### config.mk
export PLATFORM = sky130hd
export DESIGN_NAME = dl_cal_seq
export DESIGN_NICKNAME = d
export VERILOG_FILES = /design/src/rtl/dl_cal_pkg.sv /design/src/rtl/dl_cal_sar.sv /design/src/rtl/dl_cal_settle.sv /design/src/rtl/dl_cal_seq.sv
export SDC_FILE = /design/constraint.sdc
export NUM_CORES = 1
export LEC_CHECK = 0
export ABC_AREA = 1
export BUFFER_PORTS_ARGS = -buffer_cell sky130_fd_sc_hd__buf_2
export CAP_MARGIN = 10
export CELL_PAD_IN_SITES_DETAIL_PLACEMENT = 1
export CELL_PAD_IN_SITES_GLOBAL_PLACEMENT = 1
export CORE_MARGIN = 2
export CORE_UTILIZATION = 42
export CTS_CLUSTER_SIZE = 20
export DETAILED_ROUTE_END_ITERATION = 12
export PLACE_DENSITY = 0.82
export REMOVE_ABC_BUFFERS = 1
export SLEW_MARGIN = 20
export SYNTH_ARGS = -nofsm -noshare
export SYNTH_HDL_FRONTEND = slang
export SYNTH_SLANG_ARGS = --single-unit
### constraint.sdc
create_clock -name clk -period 4.1 [get_ports clk]
set_input_delay 0.41 -clock clk [delete_from_list [all_inputs] [get_ports clk]]
set_output_delay 0.41 -clock clk [all_outputs]
set_load 0.03 [all_outputs]
### src/rtl/dl_cal_pkg.sv
package dl_cal_pkg;
    localparam int COARSE_W = 9;
    localparam int FINE_W   = 5;
    localparam int SETTLE_W = 8;

    typedef enum logic [1:0] {
        PH_IDLE   = 2'd0,
        PH_COARSE = 2'd1,
        PH_FINE   = 2'd2,
        PH_RATIO  = 2'd3
    } phase_e;

    // Trials in a run for a given ratio result.
    function automatic int run_trials(input int cw, input int fw, input int ratio);
        return cw + fw + ratio + 1;
    endfunction
endpackage

### src/rtl/dl_cal_sar.sv
module dl_cal_sar #(
    parameter int W = 9
) (
    input  logic         clk,
    input  logic         rst,
    input  logic         load,
    input  logic         step,
    input  logic         keep,
    output logic [W-1:0] code,
    output logic         last
);
    localparam logic [W-1:0] TOP_BIT = {1'b1, {(W-1){1'b0}}};

    logic [W-1:0] mask;

    always_ff @(posedge clk) begin
        if (rst) begin
            code <= '0;
            mask <= '0;
        end else if (load) begin
            code <= TOP_BIT;
            mask <= TOP_BIT;
        end else if (step) begin
            code <= (keep ? code : (code & ~mask)) | (mask >> 1);
            mask <= mask >> 1;
        end
    end

    assign last = mask[0];

    // at most one trial bit under test at any time
    a_r3_mask_onehot: assert property (@(posedge clk) disable iff (rst)
        $onehot0(mask));

    // a rejected trial bit is cleared
    a_r3_reject_clears: assert property (@(posedge clk) disable iff (rst)
        step && !load && !keep |=> (code & $past(mask)) == '0);

    // an accepted trial bit survives
    a_r4_accept_keeps: assert property (@(posedge clk) disable iff (rst)
        step && !load && keep |=> (code & $past(mask)) == $past(mask));
endmodule

### src/rtl/dl_cal_settle.sv
module dl_cal_settle #(
    parameter int SW = 8
) (
    input  logic          clk,
    input  logic          rst,
    input  logic          load,
    input  logic [SW-1:0] len,
    output logic          ready
);
    logic [SW-1:0] cnt;

    always_ff @(posedge clk) begin
        if (rst)             cnt <= '0;
        else if (load)       cnt <= len;
        else if (cnt != '0)  cnt <= cnt - 1'b1;
    end

    assign ready = (cnt == '0);

    // the wait counts down one per cycle until the sample point
    a_r7_countdown: assert property (@(posedge clk) disable iff (rst)
        !load && !ready |=> cnt == $past(cnt) - 1'b1);

    // once ready and not reloaded, stays ready
    a_r7_ready_holds: assert property (@(posedge clk) disable iff (rst)
        !load && ready |=> ready);
endmodule

### src/rtl/dl_cal_seq.sv
module dl_cal_seq
    import dl_cal_pkg::*;
#(
    parameter int CW = COARSE_W,
    parameter int FW = FINE_W,
    parameter int SW = SETTLE_W
) (
    input  logic          clk,
    input  logic          rst,
    input  logic          start,
    input  logic [SW-1:0] settle_len,
    input  logic          pd_up,
    input  logic          pd_dn,
    output logic [CW-1:0] c1_code,
    output logic [FW-1:0] f1_code,
    output logic [CW-1:0] c2_code,
    output logic [FW-1:0] f2_code,
    output logic          busy,
    output logic          done,
    output logic          timeout,
    output logic [CW-1:0] cm_res,
    output logic [FW-1:0] fm_res,
    output logic [FW-1:0] beta_res
);
    localparam logic [FW-1:0] RATIO_MAX = '1;
    localparam logic [CW-1:0] ONE_COARSE = CW'(1);

    phase_e        ph;
    logic [FW-1:0] ratio_cnt;
    logic [CW-1:0] c_code;
    logic [FW-1:0] f_code;
    logic          c_last, f_last, tmr_ready;
    logic          go, decide, c_step, f_step, r_step, finish, t_load;

    assign go     = (ph == PH_IDLE) && start;
    assign decide = (ph != PH_IDLE) && tmr_ready;
    assign c_step = decide && (ph == PH_COARSE);
    assign f_step = decide && (ph == PH_FINE);
    assign r_step = decide && (ph == PH_RATIO);
    assign finish = r_step && (pd_dn || ratio_cnt == RATIO_MAX);
    assign t_load = go || (decide && !finish);

    dl_cal_sar #(.W(CW)) u_coarse (
        .clk(clk), .rst(rst), .load(go), .step(c_step), .keep(pd_up),
        .code(c_code), .last(c_last)
    );

    dl_cal_sar #(.W(FW)) u_fine (
        .clk(clk), .rst(rst), .load(c_step && c_last), .step(f_step), .keep(pd_up),
        .code(f_code), .last(f_last)
    );

    dl_cal_settle #(.SW(SW)) u_settle (
        .clk(clk), .rst(rst), .load(t_load), .len(settle_len), .ready(tmr_ready)
    );

    always_ff @(posedge clk) begin
        if (rst) begin
            ph        <= PH_IDLE;
            ratio_cnt <= '0;
            done      <= 1'b0;
            timeout   <= 1'b0;
            cm_res    <= '0;
            fm_res    <= '0;
            beta_res  <= '0;
        end else begin
            if (go) begin
                ph      <= PH_COARSE;
                done    <= 1'b0;
                timeout <= 1'b0;
            end
            if (c_step && c_last) ph <= PH_FINE;
            if (f_step && f_last) begin
                ph        <= PH_RATIO;
                ratio_cnt <= '0;
            end
            if (finish) begin
                ph       <= PH_IDLE;
                done     <= 1'b1;
                timeout  <= !pd_dn;
                cm_res   <= c_code;
                fm_res   <= f_code;
                beta_res <= ratio_cnt;
            end else if (r_step) begin
                ratio_cnt <= ratio_cnt + 1'b1;
            end
        end
    end

    always_comb begin
        c1_code = '0;
        f1_code = '0;
        c2_code = '0;
        f2_code = '0;
        case (ph)
            PH_COARSE: c2_code = c_code;
            PH_FINE: begin
                c2_code = c_code;
                f2_code = f_code;
            end
            PH_RATIO: begin
                c1_code = ONE_COARSE;
                f2_code = ratio_cnt;
            end
            default: ;
        endcase
    end

    assign busy = (ph != PH_IDLE);

    // results move only together with done
    a_r8_results_hold: assert property (@(posedge clk) disable iff (rst)
        busy |=> done || ($stable(cm_res) && $stable(fm_res) && $stable(beta_res)));

    // timeout is only reported on a finished run
    a_r6_timeout_done: assert property (@(posedge clk) disable iff (rst)
        timeout |-> done);

    // busy and done exclusive
    a_r9_busy_done_excl: assert property (@(posedge clk) disable iff (rst)
        !(busy && done));

    // ratio word advances by exactly one per completed trial
    a_r5_ratio_step: assert property (@(posedge clk) disable iff (rst)
        r_step && !finish |=> f2_code == $past(f2_code) + 1'b1);

    // ratio word steady while settling
    a_r5_ratio_steady: assert property (@(posedge clk) disable iff (rst)
        (ph == PH_RATIO) && !decide |=> $stable(f2_code));

    // a start while busy does not restart the coarse search
    a_r2_start_ignored: assert property (@(posedge clk) disable iff (rst)
        busy && start && !finish |=> busy);
endmodule

==> results.rst, run 1 <==
.. list-table::
   :header-rows: 1

   * - Metric
     - Value
   * - Number of buffers on the longest clock path
     - 2
   * - Worst min-delay path endpoint
     - timeout$_SDFFE_PP0P_
   * - Slew Viols, Final
     - 0
   * - Total placed cells including tap cells
     - 484
   * - Pin count of the biggest net entering global routing
     - 21
   * - Max H-tree Level
     - 3
   * - Total number of clock tree sinks
     - 64
   * - Share of the clock period used by the worst path after layout
     - 0.5100
   * - Layout Skew
     - 0.01051 ns
   * - Most instantiated cells after synthesis
     - sky130_fd_sc_hd__nand2_1 (118), sky130_fd_sc_hd__dfxtp_1 (64), sky130_fd_sc_hd__a21oi_1 (39)
   * - Static Leak
     - 1.592 nW
   * - Count of final hold-check violations
     - 0
   * - Hold-fix buffers at CTS
     - 0
   * - Placer's final routability congestion estimate
     - 0.7936
   * - Starting Density
     - 0.4393
   * - Postcts setup bufs
     - 0
   * - Worst r2r path cells
     - 11
   * - Detail Route Antenna Nets
     - 0
   * - Via density per instance
     - 4.950
   * - Count of instances resized after the clock tree is built
     - 0
   * - Worst Max-Slew Pin Slew
     - 0.5081 ns
   * - Number of cells on the worst hold path
     - 2
   * - Global-route wire length before repair
     - 10.95 mm
   * - Worst Hold Launch
     - pd_dn
   * - Routed len/inst
     - 13.40 um
   * - Primary FF master, synth
     - sky130_fd_sc_hd__dfxtp_1
   * - Fraction of the mapped netlist area in compound gates
     - 0.1335
   * - Synthesized-area fraction occupied by adder cells
     - 0.03548
   * - Count of flip-flops with a built-in enable after synthesis
     - 0
   * - Die outline area
     - 0.007389 sq mm
   * - CTS Root Buffer Type
     - sky130_fd_sc_hd__clkbuf_8
   * - Tot GR Track Use
     - 0.1886
   * - Most common cell in the synthesized netlist
     - sky130_fd_sc_hd__nand2_1
   * - Initial antenna violation count
     - 0
   * - Cts bufs inserted
     - 9
   * - Clock slew at the register clock pins of the worst setup and hold paths
     - 0.07 ns
   * - Number of setup violations in the final report
     - 0
   * - Clock insertion delay at the later pin of the skew report
     - 0.35 ns
   * - R2r setup slk
     - 2.12 ns
   * - Fraction of layout cells with a size suffix above 1
     - 0.1939
   * - Mux cell area share after synthesis
     - 0
   * - Area used by multi-input combinational logic
     - 0.001315 sq mm
   * - Number of antenna repair diodes
     - 0
   * - Hold/Removal Path Class
     - in2reg
   * - Crit path buffers/inverters
     - 3
   * - Arrival time of data at the critical path endpoint
     - 1.68 ns
   * - Cell occurring most often along the worst timing path
     - sky130_fd_sc_hd__inv_1
   * - Number of cell rows
     - 29
   * - Initial DRT Pass Iterations
     - 4
   * - Yosys warning total
     - 0
   * - Number of DRC markers in iteration 0
     - 59
   * - Number of global-route vias before repair
     - 2413
   * - CP max FO
     - 9
   * - Synth area leader
     - sky130_fd_sc_hd__dfxtp_1
   * - Power density cells
     - 440.5 mW/mm^2
   * - TritonCTS clock tree
     - yes
   * - Non-filler cells, final
     - 500
   * - Yosys reg bits
     - 64
   * - Most area-consuming cells after synthesis
     - sky130_fd_sc_hd__dfxtp_1 (45%), sky130_fd_sc_hd__nand2_1 (16%), sky130_fd_sc_hd__a21oi_1 (6.9%), sky130_fd_sc_hd__o21ai_0 (5.1%), sky130_fd_sc_hd__inv_1 (3.9%)
   * - Reg2reg start
     - ratio_cnt[0]$_SDFF_PP0_
   * - Status
     - completed
   * - NumNets Final
     - 439
   * - Synthesized instance count
     - 367
   * - CP Class
     - reg2out
   * - Syn-to-layout area delta
     - 15.30%
   * - Total of buffers placed on input and output ports
     - 49
   * - Seq. cell area
     - 0.001281 sq mm
   * - Xor-xnor portion of the synthesized cell area
     - 0.02173
   * - Critical Path Source Type
     - register
   * - Max cap viols
     - 0
   * - Routed Wire Length
     - 6.702 mm
   * - Cell family contributing the most delay on the critical path
     - adder cells
   * - Top Ports
     - 63
   * - Die X-Extent
     - 85.96 um
   * - Period minus WS final
     - 2.091 ns
   * - Crit path max-delay cell type
     - sky130_fd_sc_hd__ha_1
   * - Core Footprint
     - 0.006422 sq mm
   * - Cell variety after synth
     - 28
   * - Number of vias after detailed routing
     - 2475
   * - CP required
     - 3.69 ns
   * - Simple-gate area share of the yosys netlist
     - 0.2581
   * - Highest attainable clock frequency
     - 478.3 MHz
   * - Overflow left after global routing
     - 0
   * - Total Negative Setup Slacks
     - 0 ns
   * - Highest cell delay on the worst timing path
     - 0.51 ns
   * - Die height
     - 85.96 um
   * - RSZ-0062 raised after global routing
     - no
   * - Worst reg2reg endpoint
     - cm_res[3]$_SDFFE_PP0P_
   * - Estimated wirelength of the detail-placed design
     - 4.671 mm
   * - Filler Cell Count
     - 856
   * - Crit. End Element
     - output pin
   * - Yosys top cell area share
     - 0.4541
   * - Mean area per synthesized cell
     - 7.688 sq um
   * - Post-route DRC violation count
     - 0
   * - Combinational family with the most area after synthesis
     - simple AND/OR/NAND/NOR gates
   * - Part of the Yosys area used for sequential elements
     - 0.4541
   * - Worst-path cell chain
     - inv_1 -> ha_1 -> nand2_1 -> inv_1 -> buf_2
   * - Peak supply drop
     - 185.7 uV
   * - Async set-reset flop share out of synthesis
     - 0
   * - Cell Area, Synth
     - 0.002821 sq mm
   * - Tightest slew margin relative to the limit
     - 0.6609
==> kinds of logic (layout without fill, tap and decap cells) <==
logic type,count (synthesis),in the layout
AO/OA/AOI/OAI,72,72
adder cells (fa/ha/maj),8,8
buffers and inverters,53,97
flip-flops,64,64
other,1,13
XOR/XNOR,7,7
AND/OR/NAND/NOR,162,162
==> layer usage <==
layer | global-route usage | up-vias | part of all wire
li1 | - | 1251 | -
met1 | 0.2200 | 1149 | 0.44
met2 | 0.3221 | 58 | 0.49
met3 | 0.03561 | 17 | 0.046
met4 | 0.1068 | 0 | 0.026
met5 | 0 | - | 0
==> stage by stage <==
stage | area (sq um) | total power [mW] | hold slack (ns) | utilization | worst slack, ns
floorplan | 2716 | 0.8522 | 0.4341 | - | 2.039
global placement | 3058 | 0.8958 | 0.4234 | 0.4761 | 2.169
CTS | 3253 | 1.450 | 0.2621 | 0.5065 | 1.994
finish | 3253 | 1.433 | 0.2700 | 0.5065 | 2.009
global route | 3253 | 1.501 | 0.2871 | 0.5065 | 1.899
detailed placement | 3058 | 0.9017 | 0.4268 | 0.4761 | 2.093
==> state kept, by name, indices dropped and copies added, names as in the netlist, 2 cells and up <==
signal	cells
u_fine.mask	5
u_coarse.mask	9
u_fine.code	5
fm_res	5
beta_res	5
u_settle.cnt	8
u_coarse.code	9
ratio_cnt	5
cm_res	9
ph	2
==> placed cells by master (no fill, tap or decap), drive strengths merged, types with 2 or more instances in the layout <==
cell and n:
clkinv 5, ha 8, nand2 123, nand4 5, dfxtp 64, inv 33, clkbuf 9, xnor2 3
a21oi 39, nor3 3, xor2 4, o211ai 2, nand3 5, nor2 26, conb 13, buf 49
o21ai 29
==> worst max path at each step <==
stage | start | endpoint | slack, ns | cells past startpoint
after floorplan | ph[0]$_SDFFE_PP0P_ | f2_code[0] | 2.04 | 3
after global placement | ratio_cnt[0]$_SDFF_PP0_ | cm_res[6]$_SDFFE_PP0P_ | 2.17 | 11
after detailed placement | ratio_cnt[0]$_SDFF_PP0_ | fm_res[0]$_SDFFE_PP0P_ | 2.09 | 11
after CTS | ph[1]$_SDFFE_PP0P_ | c2_code[4] | 1.99 | 5
after global routing | ph[0]$_SDFFE_PP0P_ | c2_code[4] | 1.90 | 5
final | ph[1]$_SDFFE_PP0P_ | c2_code[0] | 2.01 | 5
==> power breakdown <==
part           internal (mW)  switching [mW]
Sequential             0.642          0.0177
Combinational         0.0763           0.153
Clock                  0.281           0.263
Total                  0.999           0.433
==> area by class of cell <==
| type | instances | share of cell area |
|---|---|---|
| multi-input cells | 262 | 0.4042 |
| flip-flops and latches | 64 | 0.3938 |
| repair buffers | 49 | 0.07538 |
| clock buffers | 9 | 0.03808 |
| inverters | 32 | 0.03692 |
| well taps | 77 | 0.02962 |
| clock inverters | 7 | 0.02192 |
No activity file was read; power rests on OpenSTA's default activity.
==> run 2: changes to the inputs <==
Settings changed: CORE_UTILIZATION 42 to 39, PLACE_DENSITY 0.82 to 0.76.
Clock period 4.1 ns to 2.1 ns, I/O delays scaled along.
==> results.rst, run 2 (synthesized netlist as in run 1, its figures left out) <==
.. list-table::
   :header-rows: 1

   * - Metric
     - Value
   * - Combinational Power Share
     - 0.170 (+0.010)
   * - Crit. End Element
     - register
   * - Setup Slack @ Placement
     - 0.1539 ns (-1.939 ns)
   * - Max H-tree Level
     - 3 (unchanged)
   * - Die X-Extent
     - 89.06 um (+3.6%)
   * - Via density per instance
     - 4.669 (-5.7%)
   * - Period minus WS final
     - 1.875 ns
   * - Worst reg2reg endpoint
     - cm_res[0]$_SDFFE_PP0P_
   * - GRT met3 Usage
     - 0.04524 (+0.009634)
   * - CP Class
     - reg2reg
   * - Overflow left after global routing
     - 0 (unchanged)
   * - Total of buffers placed on input and output ports
     - 49 (unchanged)
   * - Fraction of layout cells with a size suffix above 1
     - 0.1972 (+0.003330)
   * - Net Sw Power
     - 0.8146 mW (+88%)
   * - Max cap viols
     - 0 (unchanged)
   * - Number of buffers on the longest clock path
     - 2 (unchanged)
   * - Registers with the highest flip-flop counts
     - cm_res x9, u_coarse.code x9, u_coarse.mask x9
   * - Number of antenna repair diodes
     - 0 (unchanged)
   * - Number of setup violations in the final report
     - 0 (unchanged)
   * - Number of cell rows
     - 31 (+6.9%)
   * - Worst r2r path cells
     - 11 (unchanged)
   * - Sw Share
     - 0.3042 (+0.001708)
   * - Hold WS
     - 0.08138 ns (-0.1886 ns)
   * - Peak supply drop
     - 324.3 uV (+75%)
   * - Postcts setup bufs
     - 0 (unchanged)
   * - Pin count of the biggest net entering global routing
     - 21 (unchanged)
   * - Grt met1 use
     - 0.2215 (+0.001418)
   * - Part of the total power dissipated in sequential elements
     - 0.481 (+0.021)
   * - Worst Hold Launch
     - pd_dn
   * - Routed Wire Length
     - 6.776 mm (+1.1%)
   * - CP required
     - 2.39 ns (-1.30 ns)
   * - Power density cells
     - 815.4 mW/mm^2 (+85%)
   * - Most frequent cells in the layout
     - sky130_fd_sc_hd__nand2_1 (118), sky130_fd_sc_hd__dfxtp_1 (64), sky130_fd_sc_hd__buf_2 (49), sky130_fd_sc_hd__a21oi_1 (39)
   * - Reg2reg start
     - ratio_cnt[0]$_SDFF_PP0_
   * - Hold/Removal Path Class
     - in2reg
   * - Status
     - completed
   * - Top Ports
     - 63 (unchanged)
   * - Total Negative Setup Slacks
     - 0 ns (unchanged)
   * - Worst min-delay path endpoint
     - timeout$_SDFFE_PP0P_
   * - Total number of clock tree sinks
     - 64 (unchanged)
   * - Number of cells on the worst hold path
     - 2 (unchanged)
   * - Post-route DRC violation count
     - 0 (unchanged)
   * - Cts bufs inserted
     - 9 (unchanged)
   * - Arrival time of data at the critical path endpoint
     - 2.16 ns (+0.48 ns)
   * - Share of the clock period used by the worst path after layout
     - 0.8931
   * - Core Footprint
     - 0.007137 sq mm (+11%)
   * - Tot GR Track Use
     - 0.1843 (-0.004258)
   * - Starting Density
     - 0.3953 (-0.04398)
   * - Count of instances resized after the clock tree is built
     - 0 (unchanged)
   * - Core Util, Final
     - 0.4602 (-0.04632)
   * - Syn-to-layout area delta
     - 16.41%
   * - Die height
     - 89.06 um (+3.6%)
   * - Clock slew at the register clock pins of the worst setup and hold paths
     - 0.07 ns (about the same)
   * - RSZ-0062 raised after global routing
     - no
   * - TritonCTS clock tree
     - yes
   * - Initial DRT Pass Iterations
     - 4 (unchanged)
   * - Count of final hold-check violations
     - 0 (unchanged)
   * - Layer carrying the most global-route usage
     - met2
   * - Clock power frac
     - 0.349 (-0.031)
   * - Slew Viols, Final
     - 0 (unchanged)
   * - Fin worst setup slack
     - 0.2245 ns (-1.785 ns)
   * - Number of global-route vias before repair
     - 2446 (+1.4%)
   * - CP max FO
     - 20 (+11)
   * - CTS Root Buffer Type
     - sky130_fd_sc_hd__clkbuf_8
   * - Commonest non-fill, non-tap cell in the layout
     - sky130_fd_sc_hd__nand2_1
   * - Clock insertion delay at the later pin of the skew report
     - 0.34 ns (about the same)
   * - Number of vias after detailed routing
     - 2451 (-0.97%)
   * - Hold-fix buffers at CTS
     - 0 (unchanged)
   * - Layout Skew
     - 0.007981 ns (-0.002532 ns)
   * - Die outline area
     - 0.007931 sq mm (+7.3%)
   * - Initial antenna violation count
     - 0 (unchanged)
   * - Placer's final routability congestion estimate
     - 0.7790 (-1.8%)
   * - Estimated wirelength of the detail-placed design
     - 4.942 mm (+5.8%)
   * - M2 GR Usage
     - 0.3141 (-0.007947)
   * - R2r setup slk
     - 0.22 ns (-1.90 ns)
   * - Highest attainable clock frequency
     - 533.2 MHz
   * - Detail Route Antenna Nets
     - 0 (unchanged)
   * - Global-route wire length before repair
     - 11.21 mm (+2.3%)
   * - Critical Path Source Type
     - register
   * - Static Leak
     - 1.584 nW (-0.55%)
   * - NumNets Final
     - 442 (+0.68%)
   * - Number of DRC markers in iteration 0
     - 63 (+6.8%)
   * - Cell Int Power
     - 1.864 mW (+86%)
   * - Total power consumption of the routed design
     - 2.678 mW (+87%)
   * - Routed len/inst
     - 12.91 um (-3.7%)
## run 2: changes by cell type in the layout (fill, tap and decap cells not counted)
cell | before | now
sky130_fd_sc_hd__clkinvlp_4 | 0 | 3
sky130_fd_sc_hd__inv_4 | 0 | 1
sky130_fd_sc_hd__clkinv_2 | 3 | 2
sky130_fd_sc_hd__clkbuf_8 | 9 | 10
sky130_fd_sc_hd__clkbuf_1 | 0 | 1
sky130_fd_sc_hd__clkinv_4 | 2 | 0
sky130_fd_sc_hd__buf_4 | 0 | 3
sky130_fd_sc_hd__inv_2 | 3 | 2
sky130_fd_sc_hd__bufinv_16 | 1 | 0
sky130_fd_sc_hd__inv_6 | 1 | 0
## run 2: through the flow
| stage | instances | area (sq um) |
|---|---|---|
| 2_1_floorplan | 358 | 2716 |
| 3_3_place_gp | 509 | 3108 |
| 3_5_place_dp | 509 | 3108 |
| 4_1_cts | 525 | 3282 |
| 5_1_grt | 525 | 3284 |
| 6_report | 525 | 3284 |
## run 2: worst max path at each step
stage | startpoint | endpoint | slack (ns) | depth (start not counted)
finish | ratio_cnt[0]$_SDFF_PP0_ | cm_res[0]$_SDFFE_PP0P_ | 0.22 | 11
global route | ratio_cnt[0]$_SDFF_PP0_ | cm_res[8]$_SDFFE_PP0P_ | 0.05 | 11
CTS | ratio_cnt[0]$_SDFF_PP0_ | cm_res[0]$_SDFFE_PP0P_ | 0.13 | 11
detailed placement | ratio_cnt[0]$_SDFF_PP0_ | beta_res[3]$_SDFFE_PP0P_ | 0.15 | 11
global placement | ratio_cnt[0]$_SDFF_PP0_ | cm_res[5]$_SDFFE_PP0P_ | 0.23 | 11
floorplan | ph[0]$_SDFFE_PP0P_ | f2_code[0] | 0.24 | 3
## run 2: power groups by stage
stage               registers [mW]  logic [mW]  clock network [mW]
floorplan                     1.31       0.355                   0
global placement              1.31       0.442                   0
detailed placement            1.32       0.455                   0
CTS                           1.29       0.461               0.967
global route                  1.29       0.512                1.02
finish                        1.29       0.454               0.935
## run 2: final cells by class
cell class | count | area, sq um
Clock inverter | 5 | 32.53
Inverter | 32 | 122.6
Clock buffer | 11 | 141.4
Sequential cell | 64 | 1281
Fill cell | 959 | 3852
Tap cell | 99 | 123.9
Multi-Input combinational cell | 262 | 1315
Timing Repair Buffer | 52 | 267.8
## run 2: critical path, stage by stage (launching register included)
cell,delay (ns)
sky130_fd_sc_hd__dfxtp_1,0.34
sky130_fd_sc_hd__ha_1,0.23
sky130_fd_sc_hd__nand2_1,0.07
sky130_fd_sc_hd__nor2_1,0.04
sky130_fd_sc_hd__ha_1,0.18
sky130_fd_sc_hd__nor2_1,0.21
sky130_fd_sc_hd__inv_1,0.13
sky130_fd_sc_hd__nand2_4,0.14
sky130_fd_sc_hd__nand2_1,0.11
sky130_fd_sc_hd__inv_4,0.21
sky130_fd_sc_hd__nand2_1,0.08
sky130_fd_sc_hd__nand2_1,0.07
## run 2: layer usage
metal  vias to the layer above  part of all wire  wire (um)
met1                      1142              0.45       3081
li1                       1251                 -          -
met3                        10             0.035        239
met4                         0             0.017        118
met5                         -                 0          0
met2                        48              0.49       3336
==> run 3: changes to the inputs <==
Settings changed: GPL_ROUTABILITY_DRIVEN from default to 0, SYNTH_HIERARCHICAL from default to 1.
==> results.rst, run 3 <==
.. list-table::
   :header-rows: 1

   * - Metric
     - Value
   * - CP required
     - 2.29 ns (-0.10 ns)
   * - Worst reg2reg endpoint
     - u_coarse/code[1]$_SDFFE_PP0P_
   * - Synthesized instance count
     - 394 (+7.4%)
   * - Number of setup violations in the final report
     - 0 (unchanged)
   * - Max cap viols
     - 0 (unchanged)
   * - Most frequent cells in the layout
     - sky130_fd_sc_hd__nand2_1 (73), sky130_fd_sc_hd__dfxtp_1 (64), sky130_fd_sc_hd__buf_2 (49), sky130_fd_sc_hd__nor2_1 (45), sky130_fd_sc_hd__a21oi_1 (37)
   * - Reg2reg start
     - u_settle/cnt[0]$_SDFFE_PP0P_
   * - Core Util, Final
     - 0.4844 (+0.02418)
   * - Cts bufs inserted
     - 9 (unchanged)
   * - Core Footprint
     - 0.007331 sq mm (+2.7%)
   * - Status
     - completed
   * - Xor-xnor portion of the synthesized cell area
     - 0.008794 (-0.01294)
   * - Worst Max-Slew Pin Slew
     - 0.8136 ns
   * - Arrival time of data at the critical path endpoint
     - 2.16 ns (about the same)
   * - Number of antenna repair diodes
     - 0 (unchanged)
   * - Number of buffers on the longest clock path
     - 2 (unchanged)
   * - CTS Root Buffer Type
     - sky130_fd_sc_hd__clkbuf_8
   * - Global-route wire length before repair
     - 13.34 mm (+19%)
   * - Worst Hold Launch
     - settle_len[7]
   * - Highest attainable clock frequency
     - 507.9 MHz (-4.7%)
   * - Cell variety after synth
     - 30 (+7.1%)
   * - Total power consumption of the routed design
     - 2.889 mW (+7.9%)
   * - Mux cell area share after synthesis
     - 0 (unchanged)
   * - Count of flip-flops with a built-in enable after synthesis
     - 0 (unchanged)
   * - Number of global-route vias before repair
     - 2795 (+14%)
   * - Period minus WS final
     - 1.969 ns (+0.09349 ns)
   * - Worst min-delay path endpoint
     - u_settle/cnt[7]$_SDFFE_PP0P_
   * - Part of the Yosys area used for sequential elements
     - 0.4288 (-0.02529)
   * - Routed len/inst
     - 14.68 um (+14%)
   * - Routed Wire Length
     - 8.218 mm (+21%)
   * - R2r setup slk
     - 0.13 ns (-0.09 ns)
   * - Layout Skew
     - 0.01071 ns (+0.002729 ns)
   * - Number of vias after detailed routing
     - 2768 (+13%)
   * - Die height
     - 91.53 um (+2.8%)
   * - Most common cell in the synthesized netlist
     - sky130_fd_sc_hd__nand2_1
   * - Die outline area
     - 0.008378 sq mm (+5.6%)
   * - Overflow left after global routing
     - 0 (unchanged)
   * - Estimated wirelength of the detail-placed design
     - 5.790 mm (+17%)
   * - Tightest slew margin relative to the limit
     - 0.4570
   * - Syn-to-layout area delta
     - 18.84%
   * - Yosys warning total
     - 6 (+6)
   * - Simple-gate area share of the yosys netlist
     - 0.2764 (+0.01829)
   * - Power density cells
     - 813.6 mW/mm^2 (-0.23%)
   * - Primary FF master, synth
     - sky130_fd_sc_hd__dfxtp_1
   * - Yosys top cell area share
     - 0.4288 (-0.02529)
   * - Post-route DRC violation count
     - 0 (unchanged)
   * - Critical Path Source Type
     - register
   * - Count of final hold-check violations
     - 0 (unchanged)
   * - Initial antenna violation count
     - 0 (unchanged)
   * - Slew Viols, Final
     - 0 (unchanged)
   * - Most instantiated cells after synthesis
     - sky130_fd_sc_hd__nand2_1 (73), sky130_fd_sc_hd__dfxtp_1 (64), sky130_fd_sc_hd__nor2_1 (45)
   * - Share of the clock period used by the worst path after layout
     - 0.9376 (+0.04452)
   * - Static Leak
     - 1.670 nW (+5.4%)
   * - Clock insertion delay at the later pin of the skew report
     - 0.34 ns (about the same)
   * - Synth area leader
     - sky130_fd_sc_hd__dfxtp_1
   * - Worst r2r path cells
     - 12 (+1)
   * - Cell Area, Synth
     - 0.002988 sq mm (+5.9%)
   * - Yosys reg bits
     - 64 (unchanged)
   * - Via density per instance
     - 4.943 (+5.9%)
   * - Filler Cell Count
     - 950 (-0.94%)
   * - Number of cells on the worst hold path
     - 3 (+1)
   * - Tot GR Track Use
     - 0.2004 (+0.01612)
   * - Fraction of layout cells with a size suffix above 1
     - 0.2581 (+0.06095)
   * - Area used by multi-input combinational logic
     - 0.001405 sq mm (+6.9%)
   * - Die X-Extent
     - 91.53 um (+2.8%)
   * - Synthesized-area fraction occupied by adder cells
     - 0.02931 (-0.006163)
   * - Commonest non-fill, non-tap cell in the layout
     - sky130_fd_sc_hd__nand2_1
   * - Seq. cell area
     - 0.001281 sq mm (unchanged)
   * - Total number of clock tree sinks
     - 64 (unchanged)
   * - Clock slew at the register clock pins of the worst setup and hold paths
     - 0.07 ns (about the same)
   * - Max H-tree Level
     - 3 (unchanged)
   * - CP Class
     - reg2reg
   * - NumNets Final
     - 477 (+7.9%)
   * - Async set-reset flop share out of synthesis
     - 0 (unchanged)
   * - Most area-consuming cells after synthesis
     - sky130_fd_sc_hd__dfxtp_1 (43%), sky130_fd_sc_hd__nand2_1 (9.2%), sky130_fd_sc_hd__a21oi_1 (6.2%), sky130_fd_sc_hd__nor2_1 (5.7%), sky130_fd_sc_hd__nor2_2 (4.2%)
   * - Top Ports
     - 63 (unchanged)
   * - Combinational family with the most area after synthesis
     - simple AND/OR/NAND/NOR gates
   * - Starting Density
     - 0.4076 (+0.01224)
   * - Registers with the highest flip-flop counts
     - cm_res x9, u_coarse/code x9, u_coarse/mask x9
   * - Detail Route Antenna Nets
     - 0 (unchanged)
   * - CP max FO
     - 9 (-55%)
   * - Pin count of the biggest net entering global routing
     - 26 (+24%)
   * - Crit. End Element
     - register
   * - Fraction of the mapped netlist area in compound gates
     - 0.1374 (+0.003872)
   * - Hold-fix buffers at CTS
     - 0 (unchanged)
   * - Peak supply drop
     - 421.6 uV (+30%)
   * - Hold/Removal Path Class
     - in2reg
   * - Initial DRT Pass Iterations
     - 4 (unchanged)
   * - Mean area per synthesized cell
     - 7.583 sq um (-1.4%)
   * - TritonCTS clock tree
     - yes
   * - Number of cell rows
     - 31 (unchanged)
   * - Total of buffers placed on input and output ports
     - 49 (unchanged)
   * - Number of DRC markers in iteration 0
     - 95 (+51%)
-- run 3: cell types whose count changed in the layout (fill, tap and decap cells not counted), moves of 14 or more --
cell                      change
sky130_fd_sc_hd__buf_4       +14
sky130_fd_sc_hd__nand2_1     -45
sky130_fd_sc_hd__nand3_1     +19
sky130_fd_sc_hd__nor2_1      +25
sky130_fd_sc_hd__nor2_2      +19
sky130_fd_sc_hd__o21ai_0     -18
sky130_fd_sc_hd__o21ai_1     +21
-- run 3: worst max-delay path, cell delays in order (launching register included) --
cell	delay, ns
sky130_fd_sc_hd__dfxtp_1	0.32
sky130_fd_sc_hd__inv_1	0.09
sky130_fd_sc_hd__ha_2	0.22
sky130_fd_sc_hd__nand2_2	0.11
sky130_fd_sc_hd__nor2_8	0.14
sky130_fd_sc_hd__inv_1	0.06
sky130_fd_sc_hd__nor2_1	0.12
sky130_fd_sc_hd__inv_1	0.10
sky130_fd_sc_hd__nor2_1	0.23
sky130_fd_sc_hd__buf_4	0.22
sky130_fd_sc_hd__nand3_1	0.09
sky130_fd_sc_hd__nand2_1	0.08
sky130_fd_sc_hd__a21oi_1	0.05
-- run 3: routing by layer --
metal	part of all wire	track usage
met1	0.45	0.2477
met2	0.48	0.3315
met3	0.044	0.05560
met4	0.020	0.07449
met5	0	0
-- run 3: repair_timing --
item	CTS	global route
gates resized for setup	0	4
endpoints found under the setup margin	0	27
buffers inserted	0	4
-- run 3: final cells by class --
type,count,share of cell area
Clock buffer,11,0.04264
Clock inverter,4,0.01515
Inverter,38,0.04017
Multi-Input combinational cell,277,0.3957
Sequential cell,64,0.3608
Tap cell,99,0.03488
Timing Repair Buffer,67,0.1106
-- run 3: worst max path at each step --
| stage | cells past startpoint | start | slack [ns] | endpoint |
|---|---|---|---|---|
| floorplan | 11 | u_settle/cnt[0]$_SDFFE_PP0P_ | -0.34 | u_coarse/mask[0]$_SDFFE_PP0P_ |
| global placement | 12 | u_settle/cnt[0]$_SDFFE_PP0P_ | 0.15 | u_settle/cnt[5]$_SDFFE_PP0P_ |
| detailed placement | 11 | u_settle/cnt[0]$_SDFFE_PP0P_ | 0.04 | u_coarse/mask[6]$_SDFFE_PP0P_ |
| CTS | 11 | u_settle/cnt[0]$_SDFFE_PP0P_ | 0.02 | u_coarse/mask[2]$_SDFFE_PP0P_ |
| global route | 14 | u_settle/cnt[0]$_SDFFE_PP0P_ | -0.04 | u_settle/cnt[1]$_SDFFE_PP0P_ |
| finish | 12 | u_settle/cnt[0]$_SDFFE_PP0P_ | 0.13 | u_coarse/code[1]$_SDFFE_PP0P_ |
-- run 3: kinds of logic after synthesis --
| group | count (synthesis) |
|---|---|
| xor gates and xnor gates | 3 |
| AOI/OAI and AO/OA | 77 |
| adders and majority gates | 7 |
| other | 1 |
| DFF | 64 |
| and+or+nand+nor | 177 |
| buffers and inverters | 65 |
-- run 3: through the flow --
| stage | setup TNS, ns | cell area (sq um) | hold slack (ns) | worst slack, ns | std cells |
|---|---|---|---|---|---|
| CTS | 0 | 3515 | 0.1153 | 0.02090 | 556 |
| detailed placement | 0 | 3309 | 0.4750 | 0.03977 | 541 |
| global placement | 0 | 3309 | 0.4648 | 0.1521 | 541 |
| floorplan | -4.761 | 2823 | 0.2724 | -0.3432 | 379 |
| finish | 0 | 3551 | 0.1257 | 0.1310 | 560 |
| global route | -0.2054 | 3551 | 0.1142 | -0.03824 | 560 |
-- run 3: power breakdown --
group	switching (mW)	total [mW]	internal [mW]
Combinational	0.324	0.500	0.176
Sequential	0.0425	1.30	1.26
Clock	0.478	1.09	0.608
